File: src/rtl/sbir_pkg.sv
package sbir_pkg;

   typedef enum logic [1:0] {
      KIND_NONE      = 2'b00,
      KIND_POSTED    = 2'b01,
      KIND_NONPOSTED = 2'b10,
      KIND_CPL       = 2'b11
   } rx_kind_e;

   localparam logic [2:0] CODE_SUCCESS     = 3'b000;
   localparam logic [2:0] CODE_UNSUPPORTED = 3'b001;

   // register word indices
   localparam int unsigned OFS_HDR     = 0;
   localparam int unsigned OFS_ADDR_LO = 1;
   localparam int unsigned OFS_ADDR_HI = 2;
   localparam int unsigned OFS_EXT     = 3;
   localparam int unsigned OFS_DATA0   = 4;
   localparam int unsigned OFS_DATA1   = 5;
   localparam int unsigned OFS_CTRL    = 6;
   localparam int unsigned OFS_CPL_CTL = 7;
   localparam int unsigned OFS_CPL_DAT = 8;

   localparam int unsigned TRIGGER_BIT = 31;

endpackage

File: src/rtl/sbir_capture.sv
module sbir_capture
   import sbir_pkg::*;
#(
   parameter int PID_W    = 8,
   parameter int SAI_W    = 16,
   parameter int RS_W     = 4,
   parameter int AHI_W    = 16,
   parameter int DATA_W   = 32,
   parameter int NUM_DATA = 2
) (
   input  logic              clk,
   input  logic              rst_n,
   input  logic              load,
   input  logic [1:0]        in_kind,
   input  logic [PID_W-1:0]  in_dst,
   input  logic [PID_W-1:0]  in_src,
   input  logic [7:0]        in_opcode,
   input  logic [3:0]        in_be,
   input  logic [DATA_W-1:0] in_addr_lo,
   input  logic [AHI_W-1:0]  in_addr_hi,
   input  logic              in_wide,
   input  logic [SAI_W-1:0]  in_sai,
   input  logic [RS_W-1:0]   in_rs,
   input  logic              in_eh,
   input  logic [DATA_W-1:0] in_data0,
   input  logic [DATA_W-1:0] in_data1,
   output rx_kind_e          cap_kind,
   output logic [PID_W-1:0]  cap_dst,
   output logic [PID_W-1:0]  cap_src,
   output logic [7:0]        cap_opcode,
   output logic [3:0]        cap_be,
   output logic [DATA_W-1:0] cap_addr_lo,
   output logic [AHI_W-1:0]  cap_addr_hi,
   output logic              cap_wide,
   output logic [SAI_W-1:0]  cap_sai,
   output logic [RS_W-1:0]   cap_rs,
   output logic              cap_eh,
   output logic [DATA_W-1:0] cap_data0,
   output logic [DATA_W-1:0] cap_data1
);

   always_ff @(posedge clk or negedge rst_n) begin
      if (!rst_n) begin
         cap_kind    <= KIND_NONE;
         cap_dst     <= '0;
         cap_src     <= '0;
         cap_opcode  <= '0;
         cap_be      <= '0;
         cap_addr_lo <= '0;
         cap_addr_hi <= '0;
         cap_wide    <= 1'b0;
         cap_sai     <= '0;
         cap_rs      <= '0;
         cap_eh      <= 1'b0;
         cap_data0   <= '0;
      end else if (load) begin
         cap_kind    <= rx_kind_e'(in_kind);
         cap_dst     <= in_dst;
         cap_src     <= in_src;
         cap_opcode  <= in_opcode;
         cap_be      <= in_be;
         cap_addr_lo <= in_addr_lo;
         cap_addr_hi <= in_addr_hi;
         cap_wide    <= in_wide;
         cap_sai     <= in_sai;
         cap_rs      <= in_rs;
         cap_eh      <= in_eh;
         cap_data0   <= in_data0;
      end
   end

   generate
      if (NUM_DATA == 2) begin : g_two_words
         always_ff @(posedge clk or negedge rst_n) begin
            if (!rst_n)    cap_data1 <= '0;
            else if (load) cap_data1 <= in_data1;
         end
      end else begin : g_one_word
         assign cap_data1 = '0;
      end
   endgenerate

endmodule

File: src/rtl/sbir_ctrl.sv
module sbir_ctrl
   import sbir_pkg::*;
#(
   parameter int REG_AW = 4,
   parameter int DATA_W = 32
) (
   input  logic              clk,
   input  logic              rst_n,
   input  logic              wr_en,
   input  logic [REG_AW-1:0] wr_addr,
   input  logic [DATA_W-1:0] wdata,
   input  logic              accept,
   input  logic              cpl_busy,
   input  rx_kind_e          rx_kind,
   output logic              access_en,
   output logic              irq_mask,
   output logic              rcv_sts,
   output logic [2:0]        cpl_code,
   output logic [DATA_W-1:0] cpl_word,
   output logic              start_cpl
);

   localparam logic [REG_AW-1:0] A_CTRL    = REG_AW'(OFS_CTRL);
   localparam logic [REG_AW-1:0] A_CPL_CTL = REG_AW'(OFS_CPL_CTL);
   localparam logic [REG_AW-1:0] A_CPL_DAT = REG_AW'(OFS_CPL_DAT);

   logic wr_ctrl, wr_cctl, wr_cdat, consume;

   assign wr_ctrl   = wr_en && (wr_addr == A_CTRL);
   assign wr_cctl   = wr_en && (wr_addr == A_CPL_CTL);
   assign wr_cdat   = wr_en && (wr_addr == A_CPL_DAT);
   assign consume   = wr_cctl && wdata[TRIGGER_BIT] && rcv_sts;
   assign start_cpl = consume && (rx_kind == KIND_NONPOSTED);

   always_ff @(posedge clk or negedge rst_n) begin
      if (!rst_n) begin
         access_en <= 1'b0;
         irq_mask  <= 1'b0;
         rcv_sts   <= 1'b0;
         cpl_code  <= CODE_SUCCESS;
         cpl_word  <= '0;
      end else begin
         if (wr_ctrl) begin
            access_en <= wdata[0];
            irq_mask  <= wdata[1];
         end
         if (accept)       rcv_sts <= 1'b1;
         else if (consume) rcv_sts <= 1'b0;
         if (wr_cctl && !cpl_busy) cpl_code <= wdata[2:0];
         if (wr_cdat && !cpl_busy) cpl_word <= wdata;
      end
   end

   assert_accept_needs_enable_R2: assert property (@(posedge clk) disable iff (!rst_n)
      accept |-> access_en);
   assert_status_sets_R4: assert property (@(posedge clk) disable iff (!rst_n)
      accept |=> rcv_sts);
   assert_status_clears_by_trigger_R6: assert property (@(posedge clk) disable iff (!rst_n)
      $fell(rcv_sts) |-> $past(wr_cctl && wdata[TRIGGER_BIT]));
   assert_code_frozen_R8: assert property (@(posedge clk) disable iff (!rst_n)
      cpl_busy |=> $stable(cpl_code) && $stable(cpl_word));

endmodule

File: src/rtl/sbir_cpl_engine.sv
module sbir_cpl_engine (
   input  logic clk,
   input  logic rst_n,
   input  logic start,
   input  logic out_ready,
   output logic out_valid,
   output logic busy
);

   logic pend;

   always_ff @(posedge clk or negedge rst_n) begin
      if (!rst_n)                     pend <= 1'b0;
      else if (start)                 pend <= 1'b1;
      else if (pend && out_ready)     pend <= 1'b0;
   end

   assign out_valid = pend;
   assign busy      = pend;

   assert_no_restart_R8: assert property (@(posedge clk) disable iff (!rst_n)
      pend |-> !start);
   assert_hold_until_taken_R8: assert property (@(posedge clk) disable iff (!rst_n)
      pend && !out_ready |=> pend);

endmodule

File: src/rtl/sb_inbound_responder.sv
module sb_inbound_responder
   import sbir_pkg::*;
#(
   parameter int          PID_W     = 8,
   parameter int          SAI_W     = 16,
   parameter int          RS_W      = 4,
   parameter int          AHI_W     = 16,
   parameter int          DATA_W    = 32,
   parameter int          NUM_DATA  = 2,
   parameter int          CSAI_W    = 8,
   parameter logic [7:0]  CPL_SAI   = 8'hA5,
   parameter int          REG_AW    = 4
) (
   input  logic              clk,
   input  logic              rst_n,
   input  logic              req_valid,
   output logic              req_ready,
   input  logic [1:0]        req_kind,
   input  logic [PID_W-1:0]  req_dst,
   input  logic [PID_W-1:0]  req_src,
   input  logic [7:0]        req_opcode,
   input  logic [3:0]        req_be,
   input  logic [DATA_W-1:0] req_addr_lo,
   input  logic [AHI_W-1:0]  req_addr_hi,
   input  logic              req_addr_wide,
   input  logic [SAI_W-1:0]  req_sai,
   input  logic [RS_W-1:0]   req_rs,
   input  logic              req_eh,
   input  logic [DATA_W-1:0] req_data0,
   input  logic [DATA_W-1:0] req_data1,
   output logic              cpl_valid,
   input  logic              cpl_ready,
   output logic [PID_W-1:0]  cpl_dst,
   output logic [2:0]        cpl_code,
   output logic [DATA_W-1:0] cpl_data,
   output logic [CSAI_W-1:0] cpl_sai,
   input  logic              bus_sel,
   input  logic              bus_wr,
   input  logic [REG_AW-1:0] bus_addr,
   input  logic [DATA_W-1:0] bus_wdata,
   output logic [DATA_W-1:0] bus_rdata,
   output logic              irq
);

   generate
      if (DATA_W != 32)               begin : g_bad_data_w $error("register words are 32 bits"); end
      if (PID_W < 1 || PID_W > 8)     begin : g_bad_pid_w  $error("port ID must fit 8 bits"); end
      if (SAI_W < 1 || SAI_W > 16)    begin : g_bad_sai_w  $error("SAI must fit 16 bits"); end
      if (RS_W < 1 || RS_W > 4)       begin : g_bad_rs_w   $error("root space must fit 4 bits"); end
      if (AHI_W < 1 || AHI_W > 16)    begin : g_bad_ahi_w  $error("upper address must fit 16 bits"); end
      if (NUM_DATA < 1 || NUM_DATA > 2) begin : g_bad_nd   $error("one or two data words"); end
      if (CSAI_W < 1 || CSAI_W > 8)   begin : g_bad_csai_w $error("completion SAI must fit 8 bits"); end
      if (REG_AW < 4)                 begin : g_bad_aw     $error("register index needs 4 bits"); end
   endgenerate

   localparam logic [REG_AW-1:0] A_HDR     = REG_AW'(OFS_HDR);
   localparam logic [REG_AW-1:0] A_ADDR_LO = REG_AW'(OFS_ADDR_LO);
   localparam logic [REG_AW-1:0] A_ADDR_HI = REG_AW'(OFS_ADDR_HI);
   localparam logic [REG_AW-1:0] A_EXT     = REG_AW'(OFS_EXT);
   localparam logic [REG_AW-1:0] A_DATA0   = REG_AW'(OFS_DATA0);
   localparam logic [REG_AW-1:0] A_DATA1   = REG_AW'(OFS_DATA1);
   localparam logic [REG_AW-1:0] A_CTRL    = REG_AW'(OFS_CTRL);
   localparam logic [REG_AW-1:0] A_CPL_CTL = REG_AW'(OFS_CPL_CTL);
   localparam logic [REG_AW-1:0] A_CPL_DAT = REG_AW'(OFS_CPL_DAT);

   rx_kind_e              cap_kind;
   logic [PID_W-1:0]      cap_dst, cap_src;
   logic [7:0]            cap_opcode;
   logic [3:0]            cap_be;
   logic [DATA_W-1:0]     cap_addr_lo, cap_data0, cap_data1;
   logic [AHI_W-1:0]      cap_addr_hi;
   logic                  cap_wide, cap_eh;
   logic [SAI_W-1:0]      cap_sai;
   logic [RS_W-1:0]       cap_rs;
   logic                  access_en, irq_mask, rcv_sts, start_cpl, cpl_busy, accept;
   logic [2:0]            code_q;
   logic [DATA_W-1:0]     cdata_q;

   assign req_ready = access_en && !rcv_sts && !cpl_busy;
   assign accept    = req_valid && req_ready;

   sbir_capture #(
      .PID_W(PID_W), .SAI_W(SAI_W), .RS_W(RS_W), .AHI_W(AHI_W),
      .DATA_W(DATA_W), .NUM_DATA(NUM_DATA)
   ) u_capture (
      .clk(clk), .rst_n(rst_n), .load(accept),
      .in_kind(req_kind), .in_dst(req_dst), .in_src(req_src),
      .in_opcode(req_opcode), .in_be(req_be), .in_addr_lo(req_addr_lo),
      .in_addr_hi(req_addr_hi), .in_wide(req_addr_wide), .in_sai(req_sai),
      .in_rs(req_rs), .in_eh(req_eh), .in_data0(req_data0), .in_data1(req_data1),
      .cap_kind(cap_kind), .cap_dst(cap_dst), .cap_src(cap_src),
      .cap_opcode(cap_opcode), .cap_be(cap_be), .cap_addr_lo(cap_addr_lo),
      .cap_addr_hi(cap_addr_hi), .cap_wide(cap_wide), .cap_sai(cap_sai),
      .cap_rs(cap_rs), .cap_eh(cap_eh), .cap_data0(cap_data0), .cap_data1(cap_data1)
   );

   sbir_ctrl #(.REG_AW(REG_AW), .DATA_W(DATA_W)) u_ctrl (
      .clk(clk), .rst_n(rst_n), .wr_en(bus_sel && bus_wr), .wr_addr(bus_addr),
      .wdata(bus_wdata), .accept(accept), .cpl_busy(cpl_busy), .rx_kind(cap_kind),
      .access_en(access_en), .irq_mask(irq_mask), .rcv_sts(rcv_sts),
      .cpl_code(code_q), .cpl_word(cdata_q), .start_cpl(start_cpl)
   );

   sbir_cpl_engine u_cpl (
      .clk(clk), .rst_n(rst_n), .start(start_cpl), .out_ready(cpl_ready),
      .out_valid(cpl_valid), .busy(cpl_busy)
   );

   assign cpl_dst  = cap_src;
   assign cpl_code = code_q;
   assign cpl_data = cdata_q;
   assign cpl_sai  = CPL_SAI[CSAI_W-1:0];
   assign irq      = rcv_sts && !irq_mask;

   always_comb begin
      bus_rdata = '0;
      case (bus_addr)
         A_HDR: begin
            bus_rdata[0 +: PID_W]  = cap_dst;
            bus_rdata[8 +: PID_W]  = cap_src;
            bus_rdata[23:16]       = cap_opcode;
            bus_rdata[27:24]       = cap_be;
            bus_rdata[29:28]       = cap_kind;
         end
         A_ADDR_LO: bus_rdata = cap_addr_lo;
         A_ADDR_HI: begin
            bus_rdata[0 +: AHI_W]  = cap_addr_hi;
            bus_rdata[31]          = cap_wide;
         end
         A_EXT: begin
            bus_rdata[0 +: SAI_W]  = cap_sai;
            bus_rdata[16 +: RS_W]  = cap_rs;
            bus_rdata[31]          = cap_eh;
         end
         A_DATA0: bus_rdata = cap_data0;
         A_DATA1: bus_rdata = cap_data1;
         A_CTRL: begin
            bus_rdata[0]           = access_en;
            bus_rdata[1]           = irq_mask;
            bus_rdata[31]          = rcv_sts;
         end
         A_CPL_CTL: begin
            bus_rdata[2:0]         = code_q;
            bus_rdata[TRIGGER_BIT] = cpl_busy;
         end
         A_CPL_DAT: bus_rdata = cdata_q;
         default:   bus_rdata = '0;
      endcase
   end

   assert_irq_implies_status_R5: assert property (@(posedge clk) disable iff (!rst_n)
      irq |-> rcv_sts);
   assert_only_nonposted_completes_R7: assert property (@(posedge clk) disable iff (!rst_n)
      $rose(cpl_valid) |-> cap_kind == KIND_NONPOSTED);
   assert_busy_closes_port_R8: assert property (@(posedge clk) disable iff (!rst_n)
      cpl_valid |-> !req_ready);
   assert_cpl_stable_R8: assert property (@(posedge clk) disable iff (!rst_n)
      cpl_valid && !cpl_ready |=> cpl_valid && $stable(cpl_dst) && $stable(cpl_code)
                                   && $stable(cpl_data));
   assert_held_message_closes_port_R4: assert property (@(posedge clk) disable iff (!rst_n)
      rcv_sts |-> !req_ready);

endmodule

File: config.mk
export PLATFORM = sky130hd
export DESIGN_NAME = sb_inbound_responder
export DESIGN_NICKNAME = d
export VERILOG_FILES = /design/src/rtl/sbir_pkg.sv /design/src/rtl/sbir_capture.sv /design/src/rtl/sbir_ctrl.sv /design/src/rtl/sbir_cpl_engine.sv /design/src/rtl/sb_inbound_responder.sv
export SDC_FILE = /design/constraint.sdc
export NUM_CORES = 1
export LEC_CHECK = 0
export BUFFER_PORTS_ARGS = -buffer_cell sky130_fd_sc_hd__buf_2
export CAP_MARGIN = 20
export CORE_MARGIN = 5
export CORE_UTILIZATION = 40
export CTS_CLUSTER_SIZE = 28
export DETAILED_ROUTE_END_ITERATION = 10
export GPL_TIMING_DRIVEN = 1
export MAX_ROUTING_LAYER = met4
export PLACE_DENSITY = 0.63
export SLEW_MARGIN = 20
export SYNTH_ARGS = -nofsm -noshare
export SYNTH_HDL_FRONTEND = slang
export SYNTH_SLANG_ARGS = --single-unit
File: constraint.sdc
create_clock -name clk -period 3.1 [get_ports clk]
set_input_delay 0.775 -clock clk [delete_from_list [all_inputs] [get_ports clk]]
set_output_delay 0.775 -clock clk [all_outputs]
set_load 0.02 [all_outputs]
==> impl_metrics.prom <==
# TYPE chip_impl_metric gauge
chip_impl_metric{name="finClkSkew",unit="ns"} 0.0138
chip_impl_metric{name="clk_latency",unit="ns"} 0.51
chip_impl_metric{name="syn-instance-count",unit=""} 656
chip_impl_metric{name="globalplace.congestion",unit=""} 0.842
chip_impl_info{name="synth_top_cells_by_area",value="dfrtp_1, mux2_2, mux2_4"} 1
chip_impl_metric{name="clock_buffer_count_from_cts",unit=""} 24
chip_impl_metric{name="final_period_minus_worst_setup_slack",unit="ns"} 3.02
chip_impl_metric{name="floorplan.initialDensity",unit="%"} 40.3
chip_impl_metric{name="critical_path_arrival",unit="ns"} 2.25
chip_impl_metric{name="grt_max_degree",unit=""} 77
chip_impl_metric{name="drc",unit=""} 0
chip_impl_metric{name="detail_route.first_pass.iterations",unit=""} 4
chip_impl_info{name="path_class",value="in -> out"} 1
chip_impl_metric{name="crit_path_max_fanout",unit=""} 9
chip_impl_metric{name="yosys_warnings",unit=""} 0
chip_impl_info{name="synth_largest_area_cell",value="dfrtp_1"} 1
chip_impl_metric{name="global_routing_met2_resource_utilization",unit="%"} 33.4
chip_impl_metric{name="detail_route.wirelength",unit="um"} 28000
chip_impl_metric{name="gr-usage-met3",unit="%"} 3.20
chip_impl_info{name="min_path_type",value="in -> async"} 1
chip_impl_metric{name="fillCellCount",unit=""} 2062
chip_impl_metric{name="chipWidth",unit="um"} 163
chip_impl_info{name="timing.critical_path.slowest_stage_cell",value="or3b_2"} 1
chip_impl_metric{name="antenna_found_initial",unit=""} 9
chip_impl_metric{name="synth-edff-count",unit=""} 0
chip_impl_metric{name="report.final.setup_viol",unit=""} 0
chip_impl_metric{name="grt_use_met1",unit="%"} 28.1
chip_impl_metric{name="io_buffers",unit=""} 283
chip_impl_metric{name="hpwlAfterDp",unit="um"} 21000
chip_impl_metric{name="final-seq-area",unit="sq um"} 5080
chip_impl_metric{name="areaGrowthSynthToFinish",unit="%"} 29.9
chip_impl_metric{name="vias_per_cell",unit=""} 5.12
chip_impl_metric{name="clkSlewWorstSetupHoldPaths",unit="ns"} 0.06
chip_impl_metric{name="final_util",unit="%"} 52.4
chip_impl_metric{name="cts_num_sinks",unit=""} 203
chip_impl_metric{name="cts_max_path_buffers",unit=""} 3
chip_impl_metric{name="max_slew_headroom",unit="%"} 55.7
chip_impl_metric{name="synth_area_per_cell",unit="sq um"} 14.3
chip_impl_info{name="cts-root-buf",value="clkbuf_16"} 1
chip_impl_metric{name="vdd_ir_drop_max",unit="uV"} 446
chip_impl_info{name="yosysMostFrequentCell",value="dfrtp_1"} 1
chip_impl_metric{name="layout_cells_sized_above_1",unit="%"} 60.3
chip_impl_info{name="grt_most_used_layer",value="met2"} 1
chip_impl_info{name="post_synth_most_frequent_cells",value="dfrtp_1, mux2_2, mux2i_1, mux2_4, a22oi_1"} 1
chip_impl_metric{name="row_count",unit=""} 56
chip_impl_info{name="cp-start-kind",value="primary input"} 1
chip_impl_metric{name="fin_tns_setup",unit="ns"} 0
chip_impl_metric{name="post_synthesis_sequential_area_ratio",unit="%"} 54.0
chip_impl_metric{name="power_per_cell_area",unit="nW/um^2"} 836
chip_impl_metric{name="placedCellCount",unit=""} 1255
chip_impl_metric{name="cts_hold_repair.buffers",unit=""} 0
chip_impl_metric{name="drt.antenna.violating_nets",unit=""} 0
chip_impl_metric{name="first_global_vias",unit=""} 7106
chip_impl_metric{name="worst_path_largest_cell_delay",unit="ns"} 0.57
chip_impl_info{name="timing.critical_path.to_type",value="primary output"} 1
chip_impl_metric{name="worst_margin_pin_slew",unit="ns"} 0.665
chip_impl_info{name="cp_top_family",value="simple AND/OR/NAND/NOR gates"} 1
chip_impl_metric{name="final_max_slew_viol_count",unit=""} 0
chip_impl_metric{name="leakage_dissipation",unit="nW"} 5.83
chip_impl_metric{name="netlist_area",unit="sq um"} 9400
chip_impl_metric{name="max_clock_freq",unit="MHz"} 331
chip_impl_info{name="cts_tree",value="yes"} 1
chip_impl_info{name="postSynth.topFlopCell",value="dfrtp_1"} 1
chip_impl_metric{name="gr-usage-all-layers",unit="%"} 21.1
chip_impl_metric{name="post-route-period-util",unit="%"} 97.5
chip_impl_metric{name="placeable_core_area",unit="sq um"} 23300
chip_impl_metric{name="data_required_critical_path",unit="ns"} 2.32
chip_impl_metric{name="dieHeight",unit="um"} 163
chip_impl_metric{name="floorplan.io_pins",unit=""} 292
chip_impl_info{name="grt_setup_unrepaired",value="no"} 1
chip_impl_info{name="cell_repeated_most_along_the_worst_path",value="buf_2"} 1
chip_impl_metric{name="async_reset_ff_share",unit="%"} 100
chip_impl_metric{name="synth_top_area_share",unit="%"} 54.0
chip_impl_metric{name="multiInputGateArea",unit="sq um"} 3960
chip_impl_metric{name="synth-seq-cells",unit=""} 203
chip_impl_metric{name="report.final.hold_viol_count",unit=""} 0
chip_impl_metric{name="grt_remaining_overflow",unit=""} 0
chip_impl_info{name="timing.critical_path.cells",value="buf_2, or3b_2, buf_12, nor2_1, a21oi_1, o221ai_1, buf_2"} 1
chip_impl_metric{name="critical_path_buf_inv_count",unit=""} 3
chip_impl_info{name="status",value="completed"} 1
chip_impl_metric{name="drtIter0Drc",unit=""} 402
chip_impl_metric{name="instances_no_fill",unit=""} 1312
chip_impl_metric{name="route.vias.total",unit=""} 6714
chip_impl_metric{name="final_net_count",unit=""} 1170
chip_impl_metric{name="netlist-cell-type-count",unit=""} 47
chip_impl_metric{name="global_route_wire_length_before_repair",unit="um"} 42000
chip_impl_metric{name="htreeDepth",unit=""} 1
chip_impl_metric{name="fp.dieArea",unit="sq um"} 26700
chip_impl_metric{name="post_drt_wl_per_cell",unit="um"} 21.3
chip_impl_metric{name="max-cap-violations",unit=""} 0
==> flip-flops by register name, summed over array words and instances (netlist names) <==
signal                 flops
u_ctrl.cpl_word           32
u_capture.cap_addr_hi     16
u_ctrl.irq_mask            1
u_capture.cap_sai         16
u_capture.cap_data1       32
u_capture.cap_addr_lo     32
u_capture.cap_eh           1
u_capture.cap_be           4
u_ctrl.cpl_code            3
u_capture.cap_src          8
u_capture.cap_kind         2
u_ctrl.access_en           1
u_capture.cap_dst          8
u_capture.cap_wide         1
u_capture.cap_rs           4
u_capture.cap_data0       32
u_cpl.busy                 1
u_ctrl.rcv_sts             1
u_capture.cap_opcode       8
==> worst paths after layout <==
path / start / end / slack [ns] / depth (start not counted)
hold / removal: rst_n / u_capture.cap_data1[9]$_DFFE_PN0P_ / 0.29 / 1
hold reg to reg: u_capture.cap_be[0]$_DFFE_PN0P_ / u_capture.cap_be[0]$_DFFE_PN0P_ / 0.50 / 1
setup / recovery: bus_addr[0] / bus_rdata[10] / 0.08 / 7
max in group asynchronous: rst_n / u_capture.cap_data0[5]$_DFFE_PN0P_ / 2.02 / 2
min in group clk: cpl_ready / u_cpl.busy$_DFFE_PN0P_ / 0.44 / 2
setup reg to reg: u_ctrl.rcv_sts$_DFFE_PN0P_ / u_capture.cap_be[2]$_DFFE_PN0P_ / 0.84 / 4
==> worst reg2reg max path, stage by stage, from the launching register on <==
cell and delay (ns):
dfrtp_1 0.43, nor3b_1 0.36, and2_4 0.56, buf_4 0.38, mux2_2 0.39
==> repair_timing <==
item | CTS | global route
setup buffers | 0 | 2
endpoints found under the setup margin | 1 | 1
pin swaps | 0 | 1
gates resized for setup | 1 | 0
==> layout make-up <==
type | instances | share of cell area, %
diodes | 11 | 0.225
clock buffers | 36 | 5.95
clock inverters | 8 | 0.993
inverters | 2 | 0.0615
multi-input cells | 403 | 32.4
flip-flops and latches | 203 | 41.6
well taps | 319 | 3.27
repair buffers | 330 | 15.5
==> cell usage in the layout (no fill, tap or decap), types with 3 or more instances in the layout <==
master and count:
buf_2 282, dfrtp_1 203, mux2_2 172, buf_4 38
mux2i_1 33, mux2_4 30, a22oi_1 27, clkbuf_16 25
nor2_1 15, a21oi_1 14, o221ai_1 13, diode_2 11
nand2_1 10, mux4_2 10, buf_12 9, nor2b_1 8
conb_1 8, o22ai_1 7, a22o_1 7, clkbuf_8 7
nand3_1 6, clkbuf_1 5, or2_2 3, and2_1 3
o21ai_0 3, nor3_1 3, a221o_1 3, and3_1 3
clkinv_2 3, bufinv_16 3
==> through the flow <==
stage                     total power, mW  setup slack, ns  area, sq um  hold WS, ns
final                                10.2           0.0781        12200        0.288
after global routing                 10.8           0.0115        12200        0.329
after CTS                            10.3           0.0415        12200        0.313
after detailed placement             7.29          -0.0311        11300        0.491
after global placement               7.20          0.00749        11300        0.487
after floorplan                      6.31            0.234         9430        0.459
==> layer usage <==
metal	share of wire [%]	wire, um
met3	5.3	1470
met1	43	12000
met2	49	13700
met4	2.8	782
met5	0	0
==> kinds of logic (layout without fill, tap and decap cells) <==
| kind of cell | after synthesis | count (layout) | synth area share (%) |
|---|---|---|---|
| mux | 245 | 245 | 31.3 |
| compound gates | 87 | 87 | 6.85 |
| other cells | 2 | 19 | 0.0799 |
| simple gates | 63 | 63 | 3.58 |
| flops | 203 | 203 | 54.0 |
| buf+inv | 56 | 376 | 4.17 |
==> where the power goes <==
| group | switching (mW) | total [mW] | internal [mW] |
|---|---|---|---|
| Sequential | 0.667 | 4.47 | 3.81 |
| Clock | 1.11 | 2.98 | 1.87 |
| Combinational | 1.18 | 2.76 | 1.58 |
No activity file was read; power rests on OpenSTA's default activity.
